**config.mk**
```make
export PLATFORM = sky130hd
export DESIGN_NAME = irq_vector_ctrl
export DESIGN_NICKNAME = d
export VERILOG_FILES = /design/src/rtl/irq_vec_pkg.sv /design/src/rtl/irq_req_latch.sv /design/src/rtl/irq_mask_gate.sv /design/src/rtl/irq_prio_pick.sv /design/src/rtl/irq_vector_ctrl.sv
export SDC_FILE = /design/constraint.sdc
export NUM_CORES = 1
export LEC_CHECK = 0
export ABC_AREA = 1
export ABC_CLOCK_PERIOD_IN_PS = 2000
export BUFFER_PORTS_ARGS = -buffer_cell sky130_fd_sc_hd__buf_4
export CAP_MARGIN = 20
export CORE_ASPECT_RATIO = 0.7
export CORE_MARGIN = 1.5
export CORE_UTILIZATION = 40
export CTS_CLUSTER_DIAMETER = 80
export DETAILED_ROUTE_END_ITERATION = 6
export REMOVE_ABC_BUFFERS = 1
export SLEW_MARGIN = 20
export SYNTH_ARGS = -nofsm -noshare
export SYNTH_HDL_FRONTEND = slang
export SYNTH_HIERARCHICAL = 1
export SYNTH_SLANG_ARGS = --single-unit
```
**constraint.sdc**
```tcl
create_clock -name clk -period 2 [get_ports clk]
set_input_delay 0.3 -clock clk [delete_from_list [all_inputs] [get_ports clk]]
set_output_delay 0.3 -clock clk [all_outputs]
set_load 0.005 [all_outputs]
```
**src/rtl/irq_vec_pkg.sv**
```systemverilog
package irq_vec_pkg;

  // Index width helper that never returns zero, so a single-entry
  // parameter choice still gets a one-bit field.
  function automatic int clog2_min1(input int value);
    int w;
    w = 1;
    while ((1 << w) < value) w++;
    return w;
  endfunction

endpackage

```
**src/rtl/irq_req_latch.sv**
```systemverilog
module irq_req_latch #(
  parameter int NUM_LINES = 32,
  parameter int SW_LINES  = 8
) (
  input  logic                 clk,
  input  logic                 rst_n,
  input  logic [NUM_LINES-1:0] irq_lines,
  input  logic [SW_LINES-1:0]  sw_set,
  input  logic [NUM_LINES-1:0] clr,
  output logic [NUM_LINES-1:0] pending
);
  localparam int SW_BASE = NUM_LINES - SW_LINES;

  logic [NUM_LINES-1:0] prev_q;
  logic [NUM_LINES-1:0] pend_q;
  logic [NUM_LINES-1:0] rise;
  logic [NUM_LINES-1:0] sw_vec;
  logic [NUM_LINES-1:0] set_vec;

  assign rise    = irq_lines & ~prev_q;
  assign sw_vec  = NUM_LINES'(sw_set) << SW_BASE;
  assign set_vec = rise | sw_vec;

  // A new request on the same edge as its clear wins over the clear.
  always_ff @(posedge clk) begin
    if (!rst_n) begin
      prev_q <= '0;
      pend_q <= '0;
    end else begin
      prev_q <= irq_lines;
      pend_q <= (pend_q & ~clr) | set_vec;
    end
  end

  assign pending = pend_q;
endmodule

```
**src/rtl/irq_mask_gate.sv**
```systemverilog
module irq_mask_gate #(
  parameter int NUM_LINES  = 32,
  parameter int GROUP_SIZE = 4
) (
  input  logic                            clk,
  input  logic                            rst_n,
  input  logic                            mask_we,
  input  logic [NUM_LINES/GROUP_SIZE-1:0] mask_wdata,
  input  logic [NUM_LINES-1:0]            pending,
  output logic [NUM_LINES-1:0]            eligible,
  output logic [NUM_LINES/GROUP_SIZE-1:0] mask_q
);
  localparam int NUM_GROUPS = NUM_LINES / GROUP_SIZE;

  always_ff @(posedge clk) begin
    if (!rst_n)       mask_q <= '1;
    else if (mask_we) mask_q <= mask_wdata;
  end

  for (genvar g = 0; g < NUM_GROUPS; g++) begin : g_grp
    assign eligible[g*GROUP_SIZE +: GROUP_SIZE] =
      pending[g*GROUP_SIZE +: GROUP_SIZE] & {GROUP_SIZE{~mask_q[g]}};
  end
endmodule

```
**src/rtl/irq_prio_pick.sv**
```systemverilog
module irq_prio_pick #(
  parameter int NUM_LINES = 32,
  parameter int IDX_W     = 5
) (
  input  logic [NUM_LINES-1:0] eligible,
  output logic                 any,
  output logic [IDX_W-1:0]     idx,
  output logic [NUM_LINES-1:0] onehot
);
  always_comb begin
    idx    = '0;
    onehot = '0;
    for (int i = NUM_LINES - 1; i >= 0; i--) begin
      if (eligible[i]) begin
        idx    = IDX_W'(i);
        onehot = NUM_LINES'(1) << i;
      end
    end
  end

  assign any = |eligible;
endmodule

```
**src/rtl/irq_vector_ctrl.sv**
```systemverilog
module irq_vector_ctrl
  import irq_vec_pkg::*;
#(
  parameter int          NUM_LINES  = 32,
  parameter int          SW_LINES   = 8,
  parameter int          GROUP_SIZE = 4,
  parameter int          ADDR_W     = 16,
  parameter int unsigned VEC_BASE   = 'h20
) (
  input  logic                            clk,
  input  logic                            rst_n,
  input  logic [NUM_LINES-1:0]            irq_lines,
  input  logic [SW_LINES-1:0]             sw_set,
  input  logic                            mask_we,
  input  logic [NUM_LINES/GROUP_SIZE-1:0] mask_wdata,
  input  logic                            insn_end,
  input  logic [ADDR_W-1:0]               pc_in,
  output logic                            take,
  output logic [ADDR_W-1:0]               vec_addr,
  output logic [ADDR_W-1:0]               ret_link,
  output logic [NUM_LINES-1:0]            ack
);
  localparam int NUM_GROUPS = NUM_LINES / GROUP_SIZE;
  localparam int IDX_W      = clog2_min1(NUM_LINES);

  logic [NUM_LINES-1:0]  pending;
  logic [NUM_LINES-1:0]  eligible;
  logic [NUM_GROUPS-1:0] mask_q;
  logic [NUM_LINES-1:0]  win_oh;
  logic [IDX_W-1:0]      win_idx;
  logic                  win_any;
  logic                  enter;
  logic [NUM_LINES-1:0]  clr;

  irq_req_latch #(.NUM_LINES(NUM_LINES), .SW_LINES(SW_LINES)) u_latch (
    .clk(clk), .rst_n(rst_n), .irq_lines(irq_lines), .sw_set(sw_set),
    .clr(clr), .pending(pending)
  );

  irq_mask_gate #(.NUM_LINES(NUM_LINES), .GROUP_SIZE(GROUP_SIZE)) u_mask (
    .clk(clk), .rst_n(rst_n), .mask_we(mask_we), .mask_wdata(mask_wdata),
    .pending(pending), .eligible(eligible), .mask_q(mask_q)
  );

  irq_prio_pick #(.NUM_LINES(NUM_LINES), .IDX_W(IDX_W)) u_pick (
    .eligible(eligible), .any(win_any), .idx(win_idx), .onehot(win_oh)
  );

  assign enter = insn_end & win_any;
  assign clr   = enter ? win_oh : '0;

  always_ff @(posedge clk) begin
    if (!rst_n) begin
      take     <= 1'b0;
      vec_addr <= '0;
      ret_link <= '0;
      ack      <= '0;
    end else begin
      take <= enter;
      ack  <= clr;
      if (enter) begin
        vec_addr <= ADDR_W'(VEC_BASE) + ADDR_W'(win_idx);
        ret_link <= pc_in;
      end
    end
  end
endmodule

```
# Word-level counts from Yosys, hierarchy flattened
# Cells that the tools add are included.
# op_classes
n_addsub	1
mux	65
bitwise_logic	23
n_reduce_logical	1
# op_table
cell	count
$mux W32	33
$mux W5	32
$and A32 B32 Y32	2
$not A32 Y32	2
$or A32 B32 Y32	2
$and A4 B4 Y4	8
$reduce_or A32 Y1	1
$not A1 Y1	8
$add A6 B5 Y7 const A	1
$and A1 B1 Y1	1
# word_totals
reg_bits	137
inputBits	68
output_inout_bits	65
elab_cells	97

# Depth between registers and ports, before layout
# depth
word_depth	38
ltp_mapped	25
ltp_nobuf	25

# Hierarchy
# Netlist, hierarchy kept.
# modules_own_cells
module	instances	cells_per_inst	area_per_inst_um2	seq_area_each_um2
irq_req_latch	1	247	2218.4	1281.2
irq_vector_ctrl	1	285	2042.0	1101.1
irq_prio_pick	1	165	709.4	0.0
irq_mask_gate	1	99	520.5	160.2

# Worst setup path after synthesis
# OpenSTA, ideal clock, no wires.
# synth_path
kind	register to register
start	reg u_mask.mask_q[0]
end	reg u_latch.pend_q[10] (netlist: u_latch/pending[10])
setup_ns	0.067
arrival_time_ns	1.903
required_ns	1.933
setup_slack_ns	0.030
path_stages_with_launch	16
path_buffers	2
synth_period_minus_slack_ns	1.970
path_cell_list	dfxtp_1 nor2_1 nor2_1 inv_2 nor2_4 inv_2 nor2_4 nand2_1 nor2_2 nand2_1 nand2_1 buf_6 buf_2 nor2_1 nand3b_1 o21ai_2
# synth_between
elab_cells_between_ends	12
cone_classes	mux: 5; bitwise: 6; reduce/logical: 1
# synth_lines
element	line	rtl
start, declared	irq_mask_gate.sv:11	output logic [NUM_LINES/GROUP_SIZE-1:0] mask_q
start signal, assigned	irq_mask_gate.sv:17	else if (mask_we) mask_q <= mask_wdata;
$not A1 Y1	irq_mask_gate.sv:22	pending[g*GROUP_SIZE +: GROUP_SIZE] & {GROUP_SIZE{~mask_q[g]}};
$and A4 B4 Y4	irq_mask_gate.sv:22	
via eligible[0]	irq_vector_ctrl.sv:27	logic [NUM_LINES-1:0] eligible;
$reduce_or A32 Y1	irq_prio_pick.sv:21	assign any = |eligible;
via win_any	irq_vector_ctrl.sv:31	logic win_any;
$and A1 B1 Y1	irq_vector_ctrl.sv:49	assign enter = insn_end & win_any;
$mux W32	irq_vector_ctrl.sv:50	assign clr = enter ? win_oh : '0;
via clr[10]	irq_vector_ctrl.sv:33	logic [NUM_LINES-1:0] clr;
$not A32 Y32	irq_req_latch.sv:31	pend_q <= (pend_q & ~clr) | set_vec;
$and A32 B32 Y32	irq_req_latch.sv:31	
$or A32 B32 Y32	irq_req_latch.sv:31	
end signal, assigned	irq_req_latch.sv:31	
end, declared	irq_req_latch.sv:15	logic [NUM_LINES-1:0] pend_q;
# The timed path passes the listed nets, and every way through them passes these cells.
# A chain may end at the register's enable or synchronous reset.

# Worst setup path in the final report
# layout_path
start	reg u_mask.mask_q[1]
end	reg u_latch.pend_q[23] (netlist: u_latch/pending[23])
# layout_between
elab_cells_between_ends	16
cone_classes	mux: 9; bitwise: 6; reduce/logical: 1
# layout_lines
element	line	rtl
$not A1 Y1	irq_mask_gate.sv:22	
$and A4 B4 Y4	irq_mask_gate.sv:22	
via eligible[4]	irq_vector_ctrl.sv:27	
$mux W32 (5 in a row)	irq_prio_pick.sv:14	if (eligible[i]) begin
via win_oh[23]	irq_vector_ctrl.sv:29	logic [NUM_LINES-1:0] win_oh;
$mux W32	irq_vector_ctrl.sv:50	
via clr[23]	irq_vector_ctrl.sv:33	
$not A32 Y32	irq_req_latch.sv:31	
$and A32 B32 Y32	irq_req_latch.sv:31	
$or A32 B32 Y32	irq_req_latch.sv:31	
# The timed path passes the listed nets, and every way through them passes these cells.

==> flow_metrics.env <==
export IMPL_synth_instances=796
export IMPL_timing_hold_worst_start="irq_lines[28]"
export IMPL_initial_core_util_pct=41.4
export IMPL_synth_largest_type_area_fraction_pct=46.3
export IMPL_cts_buffers_inserted=17
export IMPL_first_global_vias=4239
export IMPL_grt_overflow_total=0
export IMPL_fp_row_count=35
export IMPL_synth_enable_flop_cells=0
export IMPL_synth_most_common_cell="sky130_fd_sc_hd__nor2_1"
export IMPL_dieHeight_um=101
export IMPL_power_frac_seq_pct=39.6
export IMPL_timing_worst_setup_path_type="flop to flop"
export IMPL_fmax_mhz=532
export IMPL_ioPinCount=133
export IMPL_synth_sequential_area_ratio_pct=46.3
export IMPL_syn_area_per_cell_um2=6.90
export IMPL_reg2reg_to="u_latch/pending[23]"
export IMPL_core_um2=13300
export IMPL_detail_route_antenna_nets=0
export IMPL_power_leakage_nw=3.91
export IMPL_end_kind="flop"
export IMPL_cts_sinks=127
export IMPL_holdBufCountCts=0
export IMPL_finalCriticalPeriod_ns=1.88
export IMPL_yosys_top_cells_count="sky130_fd_sc_hd__nor2_1, sky130_fd_sc_hd__inv_1, sky130_fd_sc_hd__nand2_1, sky130_fd_sc_hd__dfxtp_1, sky130_fd_sc_hd__nand3b_1"
export IMPL_clk_pin_slew_ns=0.06
export IMPL_ys_warnings_count=6
export IMPL_power_share_switching_pct=25.4
export IMPL_regToRegStartpoint="u_mask/mask_q[1]"
export IMPL_dominantRegCellSynth="sky130_fd_sc_hd__dfxtp_1"
export IMPL_slew_viol_final=0
export IMPL_drc=0
export IMPL_grt_start_max_net_pins=58
export IMPL_critical_path_arrival_ns=2.19
export IMPL_fin_area_um2=7660
export IMPL_timing_hold_worst_path_depth=3
export IMPL_num_antenna_cells=0
export IMPL_number_of_synthesized_register_bits=127
export IMPL_hold_path_end="u_latch/prev_q[28]"
export IMPL_detail_route_wl_per_cell_um=11.6
export IMPL_post_route_cells_drive_above_1_share_pct=27.7
export IMPL_number_of_setup_violations_in_the_final_report=0
export IMPL_synth_cell_types=25
export IMPL_power_per_cell_area_nw_per_um2=920
export IMPL_timing_hold_violations_final=0
export IMPL_cts_tree="done"
export IMPL_worstRegToRegCells=11
export IMPL_grt_setup_unrepaired="true"
export IMPL_nNetsFinal=1029
export IMPL_final_cell_count_no_fill=1158
export IMPL_power_frac_comb_pct=16.6
export IMPL_synthArstFlopShare_pct=0
export IMPL_max_vdd_ir_drop_uv=593
export IMPL_placed_area_um2=6730
export IMPL_path_max_fanout=5
export IMPL_htree_depth=4
export IMPL_status="complete, no violations"
export IMPL_grt_pass1_wl_um=20600
export IMPL_critPathLaunch="u_mask/mask_q[1]"
export IMPL_start_kind="flop"
export IMPL_grt_total_usage_pct=18.3
export IMPL_power_share_clock_pct=43.8
export IMPL_maxCapViolations=0
export IMPL_fin_crit_sh_pct=94.0
export IMPL_die_w_um=143
export IMPL_gpl_final_weighted_congestion=0.874
export IMPL_initialDrtViolationCount=252
export IMPL_fp_dieArea_um2=14400
export IMPL_syn_area_um2=5490
export IMPL_cts_root_buf="sky130_fd_sc_hd__clkbuf_16"
export IMPL_synthToLayoutAreaGrowth_pct=39.4
export IMPL_ctsLongestPathBuffers=2
export IMPL_worst_skew_pair_late_latency_ns=0.41
export IMPL_route_detailed_vias_per_inst=4.25
export IMPL_dr_total_vias=4917
export IMPL_holdCritPathClass="input pin to flop"
export IMPL_power_internal_mw=5.25
export IMPL_regToRegSetupSlack_ns=0.12
export IMPL_firstDrtPassIters=5
export IMPL_p_switching_mw=1.79
export IMPL_drt_total_wl_um=13400
export IMPL_initial_antenna_violation_count=0
export IMPL_dp_hpwl_um=9180
export IMPL_fin_skew_ns=0.00830
export IMPL_port_buffer_count=122
export IMPL_netlist_top_cells_area="sky130_fd_sc_hd__dfxtp_1, sky130_fd_sc_hd__nor2_1, sky130_fd_sc_hd__inv_1"
export IMPL_worst_path_required_ns=2.30
export IMPL_placed_cells=1113
export IMPL_synth_top_cell_by_area="sky130_fd_sc_hd__dfxtp_1"
-- per-stage QoR --
stage	utilization, %	hold WS [ns]	total power [mW]	TNS, ns	setup WS, ns
floorplan	-	0.384	3.37	-42.98	-0.827
global placement	50.7	0.401	3.86	0	0.0439
detailed placement	50.7	0.408	3.86	-0.121	-0.0246
CTS	55.5	0.0643	6.98	0	0.0145
global route	57.7	0.0703	7.37	-0.424	-0.0748
finish	57.7	0.0779	7.04	0	0.119
-- cell usage in the layout (no fill, tap or decap), types with 4 or more instances in the layout --
cell type	synthesis	layout
sky130_fd_sc_hd__o21ai_0	6	6
sky130_fd_sc_hd__conb_1	1	10
sky130_fd_sc_hd__buf_12	0	5
sky130_fd_sc_hd__o21ai_2	20	20
sky130_fd_sc_hd__nand3b_1	24	24
sky130_fd_sc_hd__buf_4	15	157
sky130_fd_sc_hd__dfxtp_1	127	118
sky130_fd_sc_hd__nor2_4	2	6
sky130_fd_sc_hd__nand2_2	1	4
sky130_fd_sc_hd__clkbuf_1	0	5
sky130_fd_sc_hd__nor2_1	181	165
sky130_fd_sc_hd__nand3_1	20	20
sky130_fd_sc_hd__dfxtp_2	0	7
sky130_fd_sc_hd__inv_2	9	10
sky130_fd_sc_hd__clkinv_2	0	4
sky130_fd_sc_hd__nor4_1	5	4
sky130_fd_sc_hd__nor2_2	1	13
sky130_fd_sc_hd__nor3_1	12	7
sky130_fd_sc_hd__nor3_2	0	5
sky130_fd_sc_hd__inv_1	170	168
sky130_fd_sc_hd__a21oi_1	9	9
sky130_fd_sc_hd__clkbuf_16	0	20
sky130_fd_sc_hd__nand2_1	167	162
-- worst max path at each step --
stage / to / slack (ns) / cells after the start
finish: u_latch/pending[23] / 0.12 / 11
global route: vec_addr[0] / -0.07 / 24
CTS: ret_link[15] / 0.01 / 12
detailed placement: u_latch/pending[2] / -0.02 / 14
global placement: u_latch/pending[30] / 0.04 / 17
floorplan: u_latch/pending[24] / -0.83 / 16
-- power by group through the flow --
stage	registers, mW	logic, mW	clock network (mW)
global route	2.81	1.31	3.25
finish	2.79	1.17	3.08
detailed placement	2.83	1.03	0
global placement	2.83	1.03	0
CTS	2.78	1.06	3.14
floorplan	2.82	0.548	0
-- layer usage --
metal,wire length (um),global-route usage (%),vias to the layer above
li1,-,-,2638
met1,7070,27.6,2138
met2,5280,24.9,132
met3,938,5.04,9
met4,114,5.95,0
met5,0,0,-
-- critical path, stage by stage, from the launching register on --
cell and delay, ns:
sky130_fd_sc_hd__dfxtp_2 0.37, sky130_fd_sc_hd__nor2_2 0.07, sky130_fd_sc_hd__nor2_2 0.15, sky130_fd_sc_hd__nand2_1 0.13, sky130_fd_sc_hd__buf_4 0.18, sky130_fd_sc_hd__nor2_1 0.10
sky130_fd_sc_hd__nand3_1 0.10, sky130_fd_sc_hd__nor4_1 0.28, sky130_fd_sc_hd__inv_1 0.11, sky130_fd_sc_hd__nor2_1 0.11, sky130_fd_sc_hd__nand3b_1 0.12, sky130_fd_sc_hd__o21ai_2 0.05
-- flip-flops by register name (all words and copies together), names as in the netlist --
signal           count
u_mask/mask_q        8
ack                 32
vec_addr             6
ret_link            16
u_latch/pending     32
take                 1
u_latch/prev_q      32
-- layout make-up --
| type | count | area (um^2) |
|---|---|---|
| multi-input combinational | 466 | 2180 |
| fill | 1309 | 5610 |
| clock buffer | 24 | 472 |
| timing repair buffer | 170 | 1430 |
| inverter | 179 | 674 |
| tap | 185 | 231 |
| clock inverter | 7 | 110 |
| sequential | 127 | 2560 |
-- timing repair --
| action | CTS | global route |
|---|---|---|
| setup endpoints to repair | 19 | 57 |
| resized for setup | 5 | 47 |
| gates cloned | 1 | 4 |
| pin swaps | 3 | 5 |
| setup buffers | 1 | 8 |
-- logic make-up after synthesis --
family	Yosys count	share of synthesized area [%]
AOI/OAI and AO/OA	40	5.17
buffers and inverters	212	16.8
DFF	127	46.3
other	1	0.0683
and+or+nand+nor	416	31.6
(Power assumes the default switching activity.)
